`src/rtl/evt_monitor_pkg.sv`:
```
package evt_monitor_pkg;

  localparam int CTRL_W = 4;
  localparam int ADDR_W = 2;

  // Clear bits sit two positions above the enable bit of the same counter.
  typedef struct packed {
    logic miss_clr;  // bit 3
    logic hit_clr;   // bit 2
    logic miss_en;   // bit 1
    logic hit_en;    // bit 0
  } ctrl_t;

  localparam logic [ADDR_W-1:0] A_CTRL = 2'd0;
  localparam logic [ADDR_W-1:0] A_HIT  = 2'd1;
  localparam logic [ADDR_W-1:0] A_MISS = 2'd2;

endpackage

```
`src/rtl/evt_ctrl_reg.sv`:
```
module evt_ctrl_reg
  import evt_monitor_pkg::*;
(
  input  logic              clk,
  input  logic              rst,
  input  logic              wr,
  input  logic [ADDR_W-1:0] addr,
  input  logic [CTRL_W-1:0] wdata,
  output ctrl_t             ctrl
);

  logic sel;
  assign sel = wr && (addr == A_CTRL);

  always_ff @(posedge clk) begin
    if (rst) ctrl <= '0;
    else if (sel) ctrl <= ctrl_t'(wdata);
  end

  // one write lands all four control bits together.
  p_ctrl_write_r10: assert property (@(posedge clk) disable iff (rst)
    (wr && addr == A_CTRL) |=> (ctrl == ctrl_t'($past(wdata))));

  // Without a write to the control address, the control word holds.
  p_ctrl_hold_r10: assert property (@(posedge clk) disable iff (rst)
    !(wr && addr == A_CTRL) |=> $stable(ctrl));

endmodule

```
`src/rtl/evt_sat_counter.sv`:
```
module evt_sat_counter #(
  parameter int CW = 16
) (
  input  logic          clk,
  input  logic          rst,
  input  logic          clr,
  input  logic          en,
  input  logic          evt,
  output logic [CW-1:0] cnt
);

  localparam logic [CW-1:0] TOP = {CW{1'b1}};

  logic full;
  logic bump;

  assign full = (cnt == TOP);
  assign bump = en && evt && !full;

  always_ff @(posedge clk) begin
    if (rst || clr) cnt <= '0;
    else if (bump) cnt <= cnt + 1'b1;
  end

  // an accepted event raises the count by exactly one.
  p_step_r1: assert property (@(posedge clk) disable iff (rst)
    (!clr && en && evt && cnt != TOP) |=> (cnt == CW'($past(cnt) + 1'b1)));

  // a full counter stays full.
  p_no_wrap_r2: assert property (@(posedge clk) disable iff (rst)
    (!clr && cnt == TOP) |=> (cnt == TOP));

  // a disabled counter keeps its value.
  p_idle_r5: assert property (@(posedge clk) disable iff (rst)
    (!clr && !en) |=> $stable(cnt));

  // a clear bit forces zero on the next edge, whatever the strobe.
  p_clear_r6: assert property (@(posedge clk) disable iff (rst)
    clr |=> (cnt == '0));

  // Without an event the count never moves except by clearing.
  p_quiet_r1: assert property (@(posedge clk) disable iff (rst)
    (!clr && !evt) |=> $stable(cnt));

endmodule

```
`src/rtl/evt_readback.sv`:
```
module evt_readback
  import evt_monitor_pkg::*;
#(
  parameter int DATA_W = 32,
  parameter int HIT_W  = 32,
  parameter int MISS_W = 16
) (
  input  logic              clk,
  input  logic              rst,
  input  logic [ADDR_W-1:0] addr,
  input  ctrl_t             ctrl,
  input  logic [HIT_W-1:0]  hit_cnt,
  input  logic [MISS_W-1:0] miss_cnt,
  output logic [DATA_W-1:0] rdata
);

  logic [DATA_W-1:0] sel_val;

  always_comb begin
    unique case (addr)
      A_CTRL:  sel_val = DATA_W'(ctrl);
      A_HIT:   sel_val = DATA_W'(hit_cnt);
      A_MISS:  sel_val = DATA_W'(miss_cnt);
      default: sel_val = '0;
    endcase
  end

  always_ff @(posedge clk) begin
    if (rst) rdata <= '0;
    else rdata <= sel_val;
  end

  // unmapped addresses read as zero.
  p_unmapped_r9: assert property (@(posedge clk) disable iff (rst)
    (addr == 2'd3) |=> (rdata == '0));

endmodule

```
`src/rtl/evt_monitor.sv`:
```
module evt_monitor
  import evt_monitor_pkg::*;
#(
  parameter int DATA_W = 32,
  parameter int HIT_W  = 32,
  parameter int MISS_W = 16
) (
  input  logic              clk,
  input  logic              rst,
  input  logic              hit_evt,
  input  logic              miss_evt,
  input  logic              cfg_wr,
  input  logic [ADDR_W-1:0] cfg_addr,
  input  logic [CTRL_W-1:0] cfg_wdata,
  output logic [DATA_W-1:0] cfg_rdata,
  output logic [HIT_W-1:0]  hit_count,
  output logic [MISS_W-1:0] miss_count
);

  ctrl_t ctrl;

  evt_ctrl_reg u_ctrl (
    .clk   (clk),
    .rst   (rst),
    .wr    (cfg_wr),
    .addr  (cfg_addr),
    .wdata (cfg_wdata),
    .ctrl  (ctrl)
  );

  evt_sat_counter #(.CW(HIT_W)) u_hit (
    .clk (clk),
    .rst (rst),
    .clr (ctrl.hit_clr),
    .en  (ctrl.hit_en),
    .evt (hit_evt),
    .cnt (hit_count)
  );

  evt_sat_counter #(.CW(MISS_W)) u_miss (
    .clk (clk),
    .rst (rst),
    .clr (ctrl.miss_clr),
    .en  (ctrl.miss_en),
    .evt (miss_evt),
    .cnt (miss_count)
  );

  evt_readback #(.DATA_W(DATA_W), .HIT_W(HIT_W), .MISS_W(MISS_W)) u_rb (
    .clk      (clk),
    .rst      (rst),
    .addr     (cfg_addr),
    .ctrl     (ctrl),
    .hit_cnt  (hit_count),
    .miss_cnt (miss_count),
    .rdata    (cfg_rdata)
  );

  // simultaneous strobes advance both unsaturated, enabled counters.
  p_pair_r8: assert property (@(posedge clk) disable iff (rst)
    (hit_evt && miss_evt && ctrl.hit_en && ctrl.miss_en &&
     !ctrl.hit_clr && !ctrl.miss_clr &&
     !(&hit_count) && !(&miss_count))
    |=> (hit_count != $past(hit_count)) && (miss_count != $past(miss_count)));

  // a miss strobe never disturbs the hit counter.
  p_isolate_r6: assert property (@(posedge clk) disable iff (rst)
    (!hit_evt && !ctrl.hit_clr) |=> $stable(hit_count));

endmodule

```
`config.mk`:
```
export PLATFORM = sky130hd
export DESIGN_NAME = evt_monitor
export DESIGN_NICKNAME = d
export VERILOG_FILES = /design/src/rtl/evt_monitor_pkg.sv /design/src/rtl/evt_ctrl_reg.sv /design/src/rtl/evt_sat_counter.sv /design/src/rtl/evt_readback.sv /design/src/rtl/evt_monitor.sv
export SDC_FILE = /design/constraint.sdc
export NUM_CORES = 1
export LEC_CHECK = 0
export BUFFER_PORTS_ARGS = -buffer_cell sky130_fd_sc_hd__buf_2
export CAP_MARGIN = 30
export CORE_MARGIN = 2
export CORE_UTILIZATION = 50
export DETAILED_ROUTE_END_ITERATION = 6
export GPL_TIMING_DRIVEN = 0
export PLACE_DENSITY = 0.82
export SYNTH_ARGS = -nofsm -noshare
export SYNTH_HDL_FRONTEND = slang
export SYNTH_SLANG_ARGS = --single-unit
```
`constraint.sdc`:
```
create_clock -name clk -period 4.5 [get_ports clk]
set_input_delay 0.675 -clock clk [delete_from_list [all_inputs] [get_ports clk]]
set_output_delay 0.675 -clock clk [all_outputs]
set_load 0.01 [all_outputs]
```
==> results.ini <==
[route]
vias_per_cell = 5.65
drc = 0
detail-route-antenna-nets = 0
post_drt_wl_per_cell_um = 14.6
vias = 3373
first_pass_iters = 5
wirelength_mm = 8.75
first_iter_violations = 242

[synth]
ys.flop_type = dfxtp_1
synth-edff-count = 0
ys_seq_area_share_pct = 47.6
yosys.area.top_type = dfxtp_1
async_flop_share_pct = 0
ys_ff_latch = 84
syn_avg_cell_area_um2 = 8.92
synthesis.nets = 409
ys_types = 43
syn_area_um2 = 3530
netlist_instances = 396
synthTopCellsByArea = dfxtp_1 (48%), nor2_1 (5.3%), and2_1 (3.4%)
synth_top_area_share_pct = 47.6
yosysWarningCount = 0

[worst_setup_path]
path_max_fanout = 10
startpoint_type = register
required_ps = 4790
cp.arrival_ps = 2700
crit_type = register to register
cp-end-kind = register

[clock_tree]
cts_root_buf = clkbuf_8
clk_latency_ps = 360
cts_buffers = 9
holdBufCountCts = 0
cts_htree_levels = 3
clkTransAtPathRegs_ps = 80
clock_sinks = 84
cts_tree = yes
cts_setup_buffers = 0
ctsResizeCount = 0
clk_path_buf_depth = 2

[finish]
drive_gt1_share_pct = 24.2
fillCellCount = 586
final_cells = 597
fin_nets = 509
syn2layout_area_growth_pct = 22.1
diodes = 0

[floorplanning]
num_rows = 30
dieArea_um2 = 7760
core_area_um2 = 6830
die_w_um = 88.1
ios = 91
initial_utilization_pct = 51.7
die_h_um = 88.1

[sta]
fmax_mhz = 415
finClkSkew_ps = 10.5
tightest_slew_ps = 782
fin_setup_tns_ps = 0
period_share_pct = 53.6
rsz0062_at_grt = no
hold_viol_final = 0
setup_violations = 0
slew_violations = 0
min_period_ps = 2410
max-slew-margin-rel_pct = 47.7

[pwr]
ir_worst_vdd_uv = 170
p_leak_nw = 1.78
power_mw = 1.38
powerDensity_nw_per_um2 = 319

[placement]
finalWeightedCongestion = 0.893
port_buffers = 89
dp_hpwl_mm = 6.37
dp_cells = 581

[grt]
grt_max_degree = 15
grtUsageMet3_pct = 5.09
grt_first_pass_wirelength_mm = 13.8
met1_usage_pct = 30.9
track_usage_pct = 22.8
antenna_found_initial = 0
grt_overflow_total = 0
busiest_layer = met2
grt_pass1_vias = 2920
met2_usage_pct = 34.5

[run]
max-cap-violations = 0

[worst_hold_path]
hp-class = register to register

[outcome]
outcome = complete, no violations

[placed cells by master (no fill, tap or decap), types with 2 or more instances in the layout]
cell type   netlist  routed
or4_1             5       5
and4_1            6       6
o21ai_0          14      14
o2111ai_1         2       2
inv_1             5       5
or3_1            19      19
a211oi_1          3       3
a31oi_1           4       4
nand2_1          24      24
o211ai_1          3       3
nand4_1          14      14
clkbuf_8          0       9
o21ai_1           9       9
clkinvlp_4        0       2
a21oi_1          23      23
a22oi_1          12      12
nor3_1            4       4
a41o_1            2       2
and2_1           19      19
dfxtp_1          84      84
buf_2             0      89
xnor2_1           7       7
xor2_1           10      10
mux2i_1           8       8
o31ai_1           4       4
ha_1              2       2
bufinv_16         0       2
or2_2             4       4
a21oi_2           6       6
nor2b_1           3       3
nand3_1          14      14
and3_1            6       6
nor2_1           50      50
clkbuf_1         17      18
[state kept, by name, summed over array words and instances, names as in the netlist]
| signal | count |
|---|---|
| u_hit.cnt | 32 |
| u_miss.cnt | 16 |
| u_rb.rdata | 32 |
| u_ctrl.ctrl | 4 |
[logic make-up after synthesis]
logic type | count (synthesis) | share of synthesized area [%]
simple gates | 177 | 27.1
compound gates | 84 | 14.9
flops | 84 | 47.6
buf+inv | 24 | 3.22
xor+xnor | 17 | 4.21
mux | 8 | 2.27
fa+ha+maj | 2 | 0.708
[worst max-delay path, cell delays in order, from the launching register on]
cell and delay, ps:
dfxtp_1 500, nand4_2 210, nor3_1 440, o2111ai_1 370, clkbuf_1 300, or3_1 350
a21oi_1 160
[routing by layer]
metal / routed length, µm / part of all wire, %
met4: 219 / 2.5
met2: 4050 / 46
met5: 0 / 0
met1: 3890 / 44
met3: 593 / 6.8
[cells in the mapped netlist (2+ instances only)]
cell and n:
a211oi_1 3, a21oi_1 23, xor2_1 10, nor3_1 4, or4_1 5, ha_1 2, mux2i_1 8, nand3_1 14
and4_1 6, o2111ai_1 2, o21ai_0 14, a21oi_2 6, nand4_1 14, or2_2 4, inv_1 5, a22oi_1 12
dfxtp_1 84, o21ai_1 9, and2_1 19, a41o_1 2, xnor2_1 7, clkbuf_1 17, nor2b_1 3, o211ai_1 3
nand2_1 24, a31oi_1 4, and3_1 6, o31ai_1 4, or3_1 19, nor2_1 50
[path summary, 6_finish.rpt]
check,slack [ps],cells past startpoint,endpoint,from
setup reg to reg,2090,6,u_hit.cnt[19],u_hit.cnt[11]
hold reg to reg,510,1,u_rb.rdata[21],u_hit.cnt[21]
hold / removal,510,1,u_rb.rdata[21],u_hit.cnt[21]
setup / recovery,2090,6,u_hit.cnt[19],u_hit.cnt[11]
[report_power, final]
| group | switching (mW) | internal, mW | total (mW) | leakage [nW] |
|---|---|---|---|---|
| sequential | 0.00211 | 0.744 | 0.746 | 0.677 |
| combinational | 0.0298 | 0.0115 | 0.0413 | 1.00 |
| clock | 0.275 | 0.313 | 0.588 | 0.102 |
| total | 0.307 | 1.07 | 1.38 | 1.78 |
[final cells by class]
| cell class | instances | area, µm² | share of cell area (%) |
|---|---|---|---|
| plain buffers | 19 | 95.1 | 2.20 |
| clock buffers | 10 | 128 | 2.96 |
| clock inverters | 6 | 88.8 | 2.06 |
| inverters | 5 | 18.8 | 0.435 |
| multi-input cells | 288 | 1740 | 40.3 |
| flip-flops and latches | 84 | 1680 | 39.0 |
| well taps | 96 | 120 | 2.78 |
| repair buffers | 89 | 445 | 10.3 |
[metrics by stage]
step,utilization (%),hold WS [ps],worst slack [ps],area [µm²]
finish,63.2,511,2090,4320
global route,63.2,545,1880,4320
CTS,63.2,513,2150,4320
detailed placement,60.0,499,2100,4100
global placement,60.0,495,2120,4100
floorplan,-,498,2490,3530
Power figures use the tool's default switching activity.
